===== src/rtl/sr_guard.sv =====
module sr_guard #(
  parameter int ADDR_W = 16
) (
  input  logic              clk,
  input  logic              rst_n,
  input  logic              cmd_wren,
  input  logic              cmd_wrdi,
  input  logic              cmd_wrsr,
  input  logic              cmd_write,
  input  logic              cmd_done,
  input  logic [ADDR_W-1:0] addr,
  input  logic              wp_level,
  input  logic [7:0]        new_status,
  output logic [7:0]        status_byte,
  output logic              grant,
  output logic              deny,
  output logic              busy
);
  localparam int TOP = ADDR_W - 1;

  logic       srwd, wel, pend_sr, pend_srwd;
  logic [1:0] bp, pend_bp;
  logic       hw_lock, in_zone;

  assign hw_lock = srwd && !wp_level;

  always_comb begin
    unique case (bp)
      2'b00:   in_zone = 1'b0;
      2'b01:   in_zone = &addr[TOP -: 2];
      2'b10:   in_zone = addr[TOP];
      default: in_zone = 1'b1;
    endcase
  end

  assign status_byte = {srwd, 3'b000, bp, wel, busy};

  always_ff @(posedge clk) begin
    if (!rst_n) begin
      srwd <= 1'b0; bp <= 2'b00; wel <= 1'b0; busy <= 1'b0;
      pend_sr <= 1'b0; pend_srwd <= 1'b0; pend_bp <= 2'b00;
      grant <= 1'b0; deny <= 1'b0;
    end else begin
      grant <= 1'b0;
      deny  <= 1'b0;
      if (busy) begin
        if (cmd_done) begin
          busy    <= 1'b0;
          wel     <= 1'b0;
          pend_sr <= 1'b0;
          if (pend_sr) begin
            srwd <= pend_srwd;
            bp   <= pend_bp;
          end
        end
      end else if (cmd_wren) begin
        wel <= 1'b1;
      end else if (cmd_wrdi) begin
        wel <= 1'b0;
      end else if (cmd_wrsr) begin
        if (wel && !hw_lock) begin
          grant     <= 1'b1;
          busy      <= 1'b1;
          pend_sr   <= 1'b1;
          pend_srwd <= new_status[7];
          pend_bp   <= new_status[3:2];
        end else begin
          deny <= 1'b1;
          wel  <= 1'b0;
        end
      end else if (cmd_write) begin
        if (wel && !in_zone) begin
          grant <= 1'b1;
          busy  <= 1'b1;
        end else begin
          deny <= 1'b1;
          wel  <= 1'b0;
        end
      end
    end
  end
endmodule



===== config.mk =====
export PLATFORM = sky130hd
export DESIGN_NAME = sr_guard
export DESIGN_NICKNAME = d
export VERILOG_FILES = /design/src/rtl/sr_guard.sv
export SDC_FILE = /design/constraint.sdc
export NUM_CORES = 1
export LEC_CHECK = 0
export ABC_AREA = 1
export BUFFER_PORTS_ARGS = -buffer_cell sky130_fd_sc_hd__buf_2
export CAP_MARGIN = 0
export CELL_PAD_IN_SITES_DETAIL_PLACEMENT = 0
export CELL_PAD_IN_SITES_GLOBAL_PLACEMENT = 2
export CORE_MARGIN = 1
export CORE_UTILIZATION = 17
export DETAILED_ROUTE_END_ITERATION = 12
export GPL_ROUTABILITY_DRIVEN = 0
export PLACE_DENSITY_LB_ADDON = 0.12
export SKIP_LAST_GASP = 1
export SYNTH_ARGS = -nofsm -noshare
export SYNTH_HDL_FRONTEND = slang
export SYNTH_SLANG_ARGS = --single-unit

===== constraint.sdc =====
create_clock -name clk -period 1.2 [get_ports clk]
set_input_delay 0.12 -clock clk [delete_from_list [all_inputs] [get_ports clk]]
set_output_delay 0.12 -clock clk [all_outputs]
set_load 0.02 [all_outputs]

==> results.sh <==
export IMPL_outcome="finished, violations left"
export IMPL_ys_types=14
export IMPL_synthCells=75
export IMPL_post_cts_resized=0
export IMPL_grt_use_met1_pct=10.7
export IMPL_portBuffers=20
export IMPL_vias=489
export IMPL_fin_crit_ns=1.07
export IMPL_cp_top_family="simple AND/OR/NAND/NOR gates"
export IMPL_cts_setup_buffers=0
export IMPL_ioPinCount=43
export IMPL_fillers=348
export IMPL_core_area_mm2=0.00285
export IMPL_synth_area_um2=528
export IMPL_grt_use_total_pct=8.05
export IMPL_drive_gt1_share_pct=32.6
export IMPL_post_route_period_util_pct=89.0
export IMPL_grt_pass1_wl_um=1930
export IMPL_cp_arrival_ns=1.24
export IMPL_min_path_type="input pin to flip-flop"
export IMPL_viasPerCell=3.88
export IMPL_yosysTopAreaCell="dfxtp_1"
export IMPL_ys_warn_count=0
export IMPL_drtIter0Drc=6
export IMPL_critical_path_buf_inv_count=1
export IMPL_max_stage_delay_ns=0.39
export IMPL_worstSetupStartpointType="flip-flop"
export IMPL_area_growth_pct=24.4
export IMPL_wl_um=1190
export IMPL_first_pass_iters=8
export IMPL_fmax_mhz=936
export IMPL_synth_top_area_share_pct=41.7
export IMPL_slowest_stage="dfxtp_1"
export IMPL_die_h_um=57.7
export IMPL_synth_seq_cells=11
export IMPL_drc=2
export IMPL_synth_area_leaders="dfxtp_1, nand2_1, buf_4"
export IMPL_multi_input_area_um2=236
export IMPL_synth_seq_area_share_pct=41.7
export IMPL_dp_cells=122
export IMPL_peakVddDrop_mv=0.286
export IMPL_cpMostUsedCell="nor2_1"
export IMPL_cts_sinks=11
export IMPL_avgSynthCellArea_um2=7.04
export IMPL_grt_max_degree=10
export IMPL_cp_max_fo=5
export IMPL_route_detailed_wl_per_inst_um=9.41
export IMPL_postCtsHoldBufs=0
export IMPL_final_instance_count_excl_fill=126
export IMPL_p_per_area_mw_per_mm2=1110
export IMPL_clk_pin_slew_ns=0.08
export IMPL_rsz0062_at_grt="false"
export IMPL_grt_pass1_vias=446
export IMPL_clock_skew_ns=0.0103
export IMPL_nets=128
export IMPL_ant_nets=0
export IMPL_met2_usage_pct=10.6
export IMPL_maxCapViolations=0
export IMPL_clock_latency_ns=0.27
export IMPL_grt_overflow_total=0
export IMPL_critPathKind="flip-flop to flip-flop"
export IMPL_fin_util_pct=23.0
export IMPL_met3_usage_pct=3.35
export IMPL_seq_area_um2=220
export IMPL_die_w_um=57.7
export IMPL_hold_viol_final=0
export IMPL_htreeDepth=1
export IMPL_start_util_pct=18.5
export IMPL_cts_buffers=3
export IMPL_crit_required_ns=1.38
export IMPL_setup_violations=0
export IMPL_rows=19
export IMPL_top_usage_layer="met1"
export IMPL_path_cells="nand3_2 > nor2_4 > inv_1 > nor2_1 > nor2_1"
export IMPL_cp_end_kind="flip-flop"
export IMPL_dp_hpwl_um=944
export IMPL_cts_tree="built"
export IMPL_antenna_found_initial=0
export IMPL_slew_viol_final=0
export IMPL_power_leakage_nw=0.338
export IMPL_clockBufferDepth=2
export IMPL_cts_root_buf="clkbuf_4"
export IMPL_die_area_mm2=0.00333
export IMPL_violations="design-rule violations"
export IMPL_fin_area_um2=657
export IMPL_fin_setup_tns_ns=0
export IMPL_diodes=0
export IMPL_place_area_um2=629
[tightest hold or removal path: stages]
cell and delay (ns):
buf_2 0.07, nor2_1 0.03, nor2_1 0.08
[flip-flops by register name, summed over array words and instances (netlist names)]
name and flops:
bp 2, pend_bp 2, busy 1, deny 1
grant 1, pend_sr 1, pend_srwd 1, srwd 1
wel 1
[area by class of cell]
| class | count | area share (%) |
|---|---|---|
| clock inverters | 1 | 0.762 |
| flip-flops and latches | 11 | 33.5 |
| well taps | 31 | 5.90 |
| clock buffers | 3 | 3.43 |
| inverters | 9 | 5.14 |
| multi-input cells | 51 | 36.0 |
| repair buffers | 20 | 15.2 |
[path summary, 6_finish.rpt]
check	depth (start not counted)	slack (ns)	startpoint	endpoint
max	5	0.13	wel	pend_bp[1]
max reg2reg	5	0.13	wel	pend_bp[1]
min reg2reg	2	0.47	pend_sr	pend_sr
min	3	0.06	new_status[2]	pend_bp[0]
[cells by family after synthesis]
group	count (synthesis)	share of synthesized area [%]
AOI/OAI and AO/OA	13	12.3
other	1	0.710
buffers and inverters	15	14.9
DFF	11	41.7
and+or+nand+nor	35	30.3
[synthesized netlist by cell type (all sizes together)]
master   n
nand3    3
inv      9
nand2   19
buf      6
dfxtp   11
nor2    13
o21ai    7
conb     1
a21oi    6
[layout by cell type (no fill, tap or decap)]
cell type | Yosys | routed
nor2_1 | 10 | 10
nor2_4 | 1 | 1
nand2_1 | 18 | 18
nand3_1 | 1 | 1
nand2_2 | 1 | 1
o21ai_0 | 7 | 7
dfxtp_1 | 11 | 11
nor2_2 | 2 | 2
inv_1 | 8 | 8
a21oi_1 | 6 | 6
inv_2 | 1 | 1
buf_2 | 0 | 20
clkbuf_4 | 0 | 3
clkinv_2 | 0 | 1
nand3_2 | 2 | 2
conb_1 | 1 | 3
[routing by layer]
layer	vias up	wire, µm
met4	0	16
li1	265	-
met3	2	70
met5	-	0
met2	14	500
met1	208	599
[metrics by stage]
step                      hold slack [ns]  worst slack [ns]  power [mW]
after floorplan                     0.230             0.122       0.450
after global placement              0.341             0.115       0.478
after detailed placement            0.350             0.121       0.478
after CTS                          0.0513            0.0797       0.754
after global routing               0.0695           0.00735       0.789
final                              0.0600             0.132       0.729
[power breakdown]
| part | internal (mW) | switching, mW | total, mW | leakage [nW] |
|---|---|---|---|---|
| logic | 0.0328 | 0.0552 | 0.0880 | 0.231 |
| registers | 0.373 | 0.00581 | 0.379 | 0.0891 |
| clock network | 0.123 | 0.139 | 0.262 | 0.0177 |
| total | 0.530 | 0.200 | 0.729 | 0.338 |
(Power assumes the default switching activity.)
